--- config.mk ---
export PLATFORM = sky130hd
export DESIGN_NAME = adc_handshake_seq
export DESIGN_NICKNAME = d
export VERILOG_FILES = /design/src/rtl/adc_seq_pkg.sv /design/src/rtl/adc_seq_sync.sv /design/src/rtl/adc_seq_ctrl.sv /design/src/rtl/adc_seq_data.sv /design/src/rtl/adc_handshake_seq.sv
export SDC_FILE = /design/constraint.sdc
export NUM_CORES = 1
export LEC_CHECK = 0
export BUFFER_PORTS_ARGS = -buffer_cell sky130_fd_sc_hd__buf_2
export CAP_MARGIN = 20
export CORE_UTILIZATION = 40
export CTS_CLUSTER_SIZE = 20
export DETAILED_ROUTE_END_ITERATION = 7
export PLACE_DENSITY_LB_ADDON = 0.2
export SETUP_SLACK_MARGIN = 0.15
export SLEW_MARGIN = 10
export SYNTH_ARGS = -nofsm -noshare
export SYNTH_HDL_FRONTEND = slang
export SYNTH_SLANG_ARGS = --single-unit
--- constraint.sdc ---
create_clock -name clk -period 6.75 [get_ports clk]
set_clock_uncertainty 0.05 [all_clocks]
set_input_delay 0 -clock clk [delete_from_list [all_inputs] [get_ports clk]]
set_output_delay 0 -clock clk [all_outputs]
set_load 0.02 [all_outputs]
--- src/rtl/adc_seq_pkg.sv ---
package adc_seq_pkg;

  typedef enum logic [2:0] {
    ST_IDLE,
    ST_RO_BUSY,
    ST_WR_SAMPLE,
    ST_WR_COUNT,
    ST_WR_EARLY,
    ST_RESULT
  } seqState_t;

  // Strobes from control to datapath
  typedef struct packed {
    logic latchNow;
    logic outEnable;
  } dpStrobe_t;

endpackage

--- src/rtl/adc_seq_sync.sv ---
module adc_seq_sync #(
  parameter int STAGES = 2,
  parameter int WIDTH = 4,
  parameter logic [WIDTH-1:0] RESET_VAL = '0
) (
  input  logic             clk,
  input  logic             rstN,
  input  logic [WIDTH-1:0] din,
  output logic [WIDTH-1:0] dout
);

  logic [STAGES-1:0][WIDTH-1:0] pipe;

  generate
    if (STAGES == 1) begin : gSingle
      always_ff @(posedge clk or negedge rstN) begin
        if (!rstN) pipe[0] <= RESET_VAL;
        else       pipe[0] <= din;
      end
    end else begin : gChain
      always_ff @(posedge clk or negedge rstN) begin
        if (!rstN) pipe <= {STAGES{RESET_VAL}};
        else       pipe <= {pipe[STAGES-2:0], din};
      end
    end
  endgenerate

  assign dout = pipe[STAGES-1];

endmodule

--- src/rtl/adc_seq_ctrl.sv ---
module adc_seq_ctrl
  import adc_seq_pkg::*;
#(
  parameter int CONV_CYCLES = 625,
  parameter int COUNTDOWN_CYCLES = 200,
  parameter int EARLY_INT_CYCLES = 4,
  parameter int RECOVERY_CYCLES = 125
) (
  input  logic       clk,
  input  logic       rstN,
  input  logic       modeS,
  input  logic       csS,
  input  logic       rdS,
  input  logic       wrS,
  input  logic       coreDone,
  output logic       coreStart,
  output logic       rdyDriveLow,
  output logic       intN,
  output logic       latchStrobe,
  output dpStrobe_t  strobe
);

  localparam int MAX_A   = (CONV_CYCLES > COUNTDOWN_CYCLES) ? CONV_CYCLES : COUNTDOWN_CYCLES;
  localparam int MAX_CNT = (MAX_A > EARLY_INT_CYCLES) ? MAX_A : EARLY_INT_CYCLES;
  localparam int CNT_W   = $clog2(MAX_CNT + 1);
  localparam int REC_W   = $clog2(RECOVERY_CYCLES + 2);
  localparam logic [CNT_W-1:0] CONV_LAST  = CNT_W'(CONV_CYCLES - 1);
  localparam logic [CNT_W-1:0] CD_LAST    = CNT_W'(COUNTDOWN_CYCLES - 1);
  localparam logic [CNT_W-1:0] EARLY_LAST = CNT_W'(EARLY_INT_CYCLES - 1);
  localparam logic [REC_W-1:0] REC_LOAD   = REC_W'(RECOVERY_CYCLES);

  seqState_t st, stNext;
  logic [CNT_W-1:0] cnt, cntNext;
  logic [REC_W-1:0] recCnt;
  logic rdPrev, wrPrev, csPrev;
  logic startNow, latchNow;
  logic csAct, recIdle;
  logic rdFall, rdRise, wrFall, wrRise, csRise;

  assign csAct   = ~csS;
  assign recIdle = (recCnt == '0);
  assign rdFall  = rdPrev & ~rdS;
  assign rdRise  = ~rdPrev & rdS;
  assign wrFall  = wrPrev & ~wrS;
  assign wrRise  = ~wrPrev & wrS;
  assign csRise  = ~csPrev & csS;

  always_comb begin
    stNext   = st;
    startNow = 1'b0;
    latchNow = 1'b0;
    cntNext  = cnt + 1'b1;
    unique case (st)
      ST_IDLE: begin
        if (csAct && recIdle) begin
          if (!modeS && rdFall) begin
            startNow = 1'b1;
            stNext   = ST_RO_BUSY;
          end else if (modeS && wrFall) begin
            stNext = ST_WR_SAMPLE;
          end
        end
      end
      ST_RO_BUSY: begin
        if (coreDone || cnt == CONV_LAST) begin
          latchNow = 1'b1;
          stNext   = ST_RESULT;
        end
      end
      ST_WR_SAMPLE: begin
        if (!csAct) begin
          stNext = ST_IDLE;
        end else if (wrRise) begin
          startNow = 1'b1;
          stNext   = ST_WR_COUNT;
        end
      end
      ST_WR_COUNT: begin
        if (csAct && rdFall) begin
          latchNow = 1'b1;
          stNext   = ST_WR_EARLY;
        end else if (cnt == CD_LAST) begin
          latchNow = 1'b1;
          stNext   = ST_RESULT;
        end
      end
      ST_WR_EARLY: begin
        if (rdRise || csRise) begin
          stNext = ST_IDLE;
        end else if (cnt == EARLY_LAST) begin
          stNext = ST_RESULT;
        end
      end
      ST_RESULT: begin
        if ((csAct && rdRise) || csRise) begin
          stNext = ST_IDLE;
        end else if (modeS && csAct && wrFall && recIdle) begin
          stNext = ST_WR_SAMPLE;
        end
      end
      default: stNext = ST_IDLE;
    endcase
    if (stNext != st) cntNext = '0;
  end

  always_ff @(posedge clk or negedge rstN) begin
    if (!rstN) begin
      st          <= ST_IDLE;
      cnt         <= '0;
      recCnt      <= '0;
      rdPrev      <= 1'b1;
      wrPrev      <= 1'b1;
      csPrev      <= 1'b1;
      coreStart   <= 1'b0;
      latchStrobe <= 1'b0;
    end else begin
      st          <= stNext;
      cnt         <= cntNext;
      rdPrev      <= rdS;
      wrPrev      <= wrS;
      csPrev      <= csS;
      coreStart   <= startNow;
      latchStrobe <= latchNow;
      if (latchNow)     recCnt <= REC_LOAD;
      else if (!recIdle) recCnt <= recCnt - 1'b1;
    end
  end

  assign rdyDriveLow      = (st == ST_RO_BUSY) && csAct;
  assign intN             = (st != ST_RESULT);
  assign strobe.latchNow  = latchNow;
  assign strobe.outEnable = modeS ? (csAct && !rdS)
                                  : ((st == ST_RESULT) && csAct && !rdS);

  // start is a single-cycle pulse
  assert_start_pulse_R10: assert property (@(posedge clk) disable iff (!rstN)
    coreStart |=> !coreStart);

  // no start inside the recovery window
  assert_recovery_gap_R11: assert property (@(posedge clk) disable iff (!rstN)
    coreStart |-> $past(recCnt) == '0);

  // a start needs chip select active on the deciding cycle
  assert_start_needs_cs_R2: assert property (@(posedge clk) disable iff (!rstN)
    coreStart |-> $past(!csS));

  // ready busy and interrupt are never both asserted
  assert_rdy_int_excl_R4: assert property (@(posedge clk) disable iff (!rstN)
    rdyDriveLow |-> intN);

  // latch strobe never lasts two cycles
  assert_latch_pulse_R12: assert property (@(posedge clk) disable iff (!rstN)
    latchStrobe |=> !latchStrobe);

endmodule

--- src/rtl/adc_seq_data.sv ---
module adc_seq_data
  import adc_seq_pkg::*;
#(
  parameter int DATA_W = 8
) (
  input  logic              clk,
  input  logic              rstN,
  input  logic              coreDone,
  input  logic [DATA_W-1:0] coreResult,
  input  dpStrobe_t         strobe,
  output logic [DATA_W-1:0] dataOut,
  output logic              dataOe
);

  logic [DATA_W-1:0] holdReg, outReg;

  always_ff @(posedge clk or negedge rstN) begin
    if (!rstN) begin
      holdReg <= '0;
      outReg  <= '0;
    end else begin
      if (coreDone) holdReg <= coreResult;
      if (strobe.latchNow) outReg <= coreDone ? coreResult : holdReg;
    end
  end

  assign dataOut = outReg;
  assign dataOe  = strobe.outEnable;

  // output register moves only on a latch
  assert_hold_between_latches_R12: assert property (@(posedge clk) disable iff (!rstN)
    !$past(strobe.latchNow) |-> $stable(outReg));

endmodule

--- src/rtl/adc_handshake_seq.sv ---
module adc_handshake_seq
  import adc_seq_pkg::*;
#(
  parameter int DATA_W = 8,
  parameter int SYNC_STAGES = 2,
  parameter int CONV_CYCLES = 625,
  parameter int COUNTDOWN_CYCLES = 200,
  parameter int EARLY_INT_CYCLES = 4,
  parameter int RECOVERY_CYCLES = 125
) (
  input  logic              clk,
  input  logic              rstN,
  input  logic              modeSel,
  input  logic              csN,
  input  logic              rdN,
  input  logic              wrN,
  input  logic [DATA_W-1:0] coreResult,
  input  logic              coreDone,
  output logic              coreStart,
  output logic              rdyDriveLow,
  output logic              intN,
  output logic              latchStrobe,
  output logic              dataOe,
  output logic [DATA_W-1:0] dataOut
);

  logic [3:0] busSync;
  dpStrobe_t  strobe;

  adc_seq_sync #(
    .STAGES   (SYNC_STAGES),
    .WIDTH    (4),
    .RESET_VAL(4'b0111)
  ) uSync (
    .clk (clk),
    .rstN(rstN),
    .din ({modeSel, csN, rdN, wrN}),
    .dout(busSync)
  );

  adc_seq_ctrl #(
    .CONV_CYCLES     (CONV_CYCLES),
    .COUNTDOWN_CYCLES(COUNTDOWN_CYCLES),
    .EARLY_INT_CYCLES(EARLY_INT_CYCLES),
    .RECOVERY_CYCLES (RECOVERY_CYCLES)
  ) uCtrl (
    .clk        (clk),
    .rstN       (rstN),
    .modeS      (busSync[3]),
    .csS        (busSync[2]),
    .rdS        (busSync[1]),
    .wrS        (busSync[0]),
    .coreDone   (coreDone),
    .coreStart  (coreStart),
    .rdyDriveLow(rdyDriveLow),
    .intN       (intN),
    .latchStrobe(latchStrobe),
    .strobe     (strobe)
  );

  adc_seq_data #(
    .DATA_W(DATA_W)
  ) uData (
    .clk       (clk),
    .rstN      (rstN),
    .coreDone  (coreDone),
    .coreResult(coreResult),
    .strobe    (strobe),
    .dataOut   (dataOut),
    .dataOe    (dataOe)
  );

endmodule

==> qor.yml <==
status: "finished clean"
initial_utilization_pct: 42.3
vias: 1473
grt_usage_pct: 15.7
required_ns: 6.90
crit_path_max_fanout: 17
cts-root-buf: "clkbuf_8"
syn_avg_cell_area_um2: 12.0
n_antenna_cell: 0
synth_cell_type_count: 48
synth_top_area_share_pct: 45.5
hold_viol_final: 0
ys_top_cells_by_area: "dfrtp_1 46%, dfstp_2 11%, mux2_2 7.7%, xnor2_1 3.6%, nor3_1 3.0%"
drive_above_1_share_pct: 31.7
yosys.area_share.simple_pct: 19.7
cts_resized: 0
synth-compound-area-share_pct: 6.31
grt_pass1_vias: 1517
wl_per_cell_um: 13.6
powerDensity_mw_per_mm2: 204
worstSetupPathType: "flop to flop"
synth-xor-area-share_pct: 4.78
ys_warn_count: 0
synth_area_mm2: 0.00220
ys.flop_type: "dfrtp_1"
portBuffers: 27
clockBufferDepth: 2
rsz0062_at_grt: "no"
synth-seq-area-share_pct: 56.3
maxCapViolCount: 0
ctsHtreeMaxLevel: 2
tns_ns: 0
cp.arrival_ns: 2.58
slew-limit-headroom_pct: 64.6
drc: 0
grt_max_degree: 50
dr.pass1.iters: 4
drv_slew: 0
synthMuxAreaShare_pct: 8.36
die_area_mm2: 0.00580
gp_congestion: 0.786
drtIter0Drc: 71
fillers: 483
synth-edff-count: 0
num_rows: 26
dpl.hpwl_um: 2750
p_leak_nw: 1.20
clk-insertion-delay-late_ns: 0.30
period_share_pct: 36.0
yosysTopAreaCell: "dfrtp_1"
syn-num-nets: 202
nets: 245
min_period_ns: 2.43
grt.overflow.total: 0
core_mm2: 0.00520
setup_viol: 0
vdd_drop_max_mv: 0.126
cts_num_sinks: 49
area_growth_pct: 20.8
async_flop_share_pct: 100
cts_made_buffers: 5
end_kind: "flop"
min_path_type: "input port to flop"
antenna_found_initial: 0
grt_pass1_wl_um: 7140
synth_seq_cells: 49
dp.cells: 275
die-width_um: 76.2
path_clk_slew_ns: 0.09
cp-start-kind: "flop"
synth-adder-area-share_pct: 2.28
drt_wl_total_um: 4050
ant_nets: 0
synth_top_family_by_area: "simple AND/OR/NAND/NOR gates"
ioPinCount: 28
fmax_mhz: 411
synth_cells: 183
vias_per_cell: 4.96
fin_cells: 297
worstMarginPinSlew_ns: 0.530
cts_tree: "done"
chipHeight_um: 76.2
==> logic make-up after synthesis <==
| kind of cell | after synthesis |
|---|---|
| simple gates | 74 |
| flops | 49 |
| compound gates | 17 |
| mux | 16 |
| xor+xnor | 12 |
| buf+inv | 11 |
| fa+ha+maj | 4 |
==> repair_timing <==
item / CTS / global route
hold buffers: 13 / 0
buffers inserted: 0 / 0
hold endpoints to repair: 52 / 0
==> metrics by stage <==
step	cell area (um^2)	utilization, %	setup WS [ns]	power [mW]	hold WS, ns
after floorplan	2200	-	4.46	0.321	-0.346
after global routing	2660	51.1	4.11	0.566	0.118
after CTS	2640	50.7	4.30	0.549	0.116
after global placement	2390	46.0	4.34	0.333	0.0559
final	2660	51.1	4.32	0.543	0.124
after detailed placement	2390	46.0	4.31	0.334	0.0565
==> registers in the layout, indices dropped and copies added (netlist names) <==
signal             flops
uSync.dout             4
uCtrl.latchStrobe      1
uCtrl.recCnt           7
uCtrl.csPrev           1
uSync.pipe             4
uCtrl.cnt             10
uData.holdReg          8
uData.dataOut          8
uCtrl.st               3
uCtrl.coreStart        1
uCtrl.wrPrev           1
uCtrl.rdPrev           1
==> worst max-delay path, stage by stage, from the launching register on <==
cell     delay (ns)
dfrtp_1        0.44
or4_1          0.56
or3_4          0.40
a31oi_1        0.21
nand2_2        0.28
mux2_4         0.38
==> where the power goes <==
group	internal, mW	switching [mW]
registers	0.304	0.00353
logic	0.0148	0.0124
clock network	0.111	0.0980
==> path summary, 6_finish.rpt <==
check	end	startpoint	depth (start not counted)	slack, ns
max	uData.dataOut[7]$_DFFE_PN0P_	uCtrl.cnt[3]$_DFF_PN0_	5	4.32
min	uData.holdReg[4]$_DFF_PN0_	coreDone	2	0.12
max reg2reg	uData.dataOut[7]$_DFFE_PN0P_	uCtrl.cnt[3]$_DFF_PN0_	5	4.32
min reg2reg	uSync.dout[3]$_DFF_PN0_	uSync.pipe[3]$_DFF_PN0_	0	0.30
max in group asynchronous	uCtrl.csPrev$_DFF_PN1_	rstN	3	5.90
min in group asynchronous	uData.dataOut[0]$_DFFE_PN0P_	rstN	2	0.16
==> routing by layer <==
| layer | global-route usage, % | part of all wire, % | vias up |
|---|---|---|---|
| li1 | - | - | 733 |
| met3 | 4.07 | 4.2 | 6 |
| met5 | 0 | 0 | - |
| met4 | 5.19 | 1.3 | 0 |
| met1 | 21.5 | 49 | 706 |
| met2 | 24.4 | 45 | 28 |
==> synthesized netlist by cell type (all sizes together), types with 3 or more instances <==
library cell   n
xnor2          9
nand3          4
dfstp          9
clkbuf         3
o21ai          3
ha             4
dfrtp         40
nand2b         5
mux2          16
nor3          13
nand2         13
nand4          5
nor3b          4
and3           4
inv            6
nor2           9
xor2           3
==> final cells by class <==
class / instances / area [um^2] / area share (%)
flip-flops and latches: 49 / 1240 / 46.6
multi-input cells: 123 / 912 / 34.3
repair buffers: 41 / 285 / 10.7
well taps: 70 / 87.6 / 3.30
clock buffers: 5 / 68.8 / 2.59
clock inverters: 3 / 43.8 / 1.65
inverters: 6 / 22.5 / 0.847
==> layout by cell type (no fill, tap or decap), drive strengths merged, types with 2 or more instances in the layout <==
cell type    count
a311oi           2
and3             4
and3b            2
buf             28
clkbuf           5
dfrtp           40
dfstp            9
dlygate4sd3     13
ha               4
inv              7
mux2            16
nand2           13
nand2b           5
nand3            4
nand4            5
nor2             9
nor3            13
nor3b            4
o211ai           2
o21a             2
o21ai            3
or3              2
or4b             2
xnor2            9
xor2             3
Power figures use the tool's default switching activity.
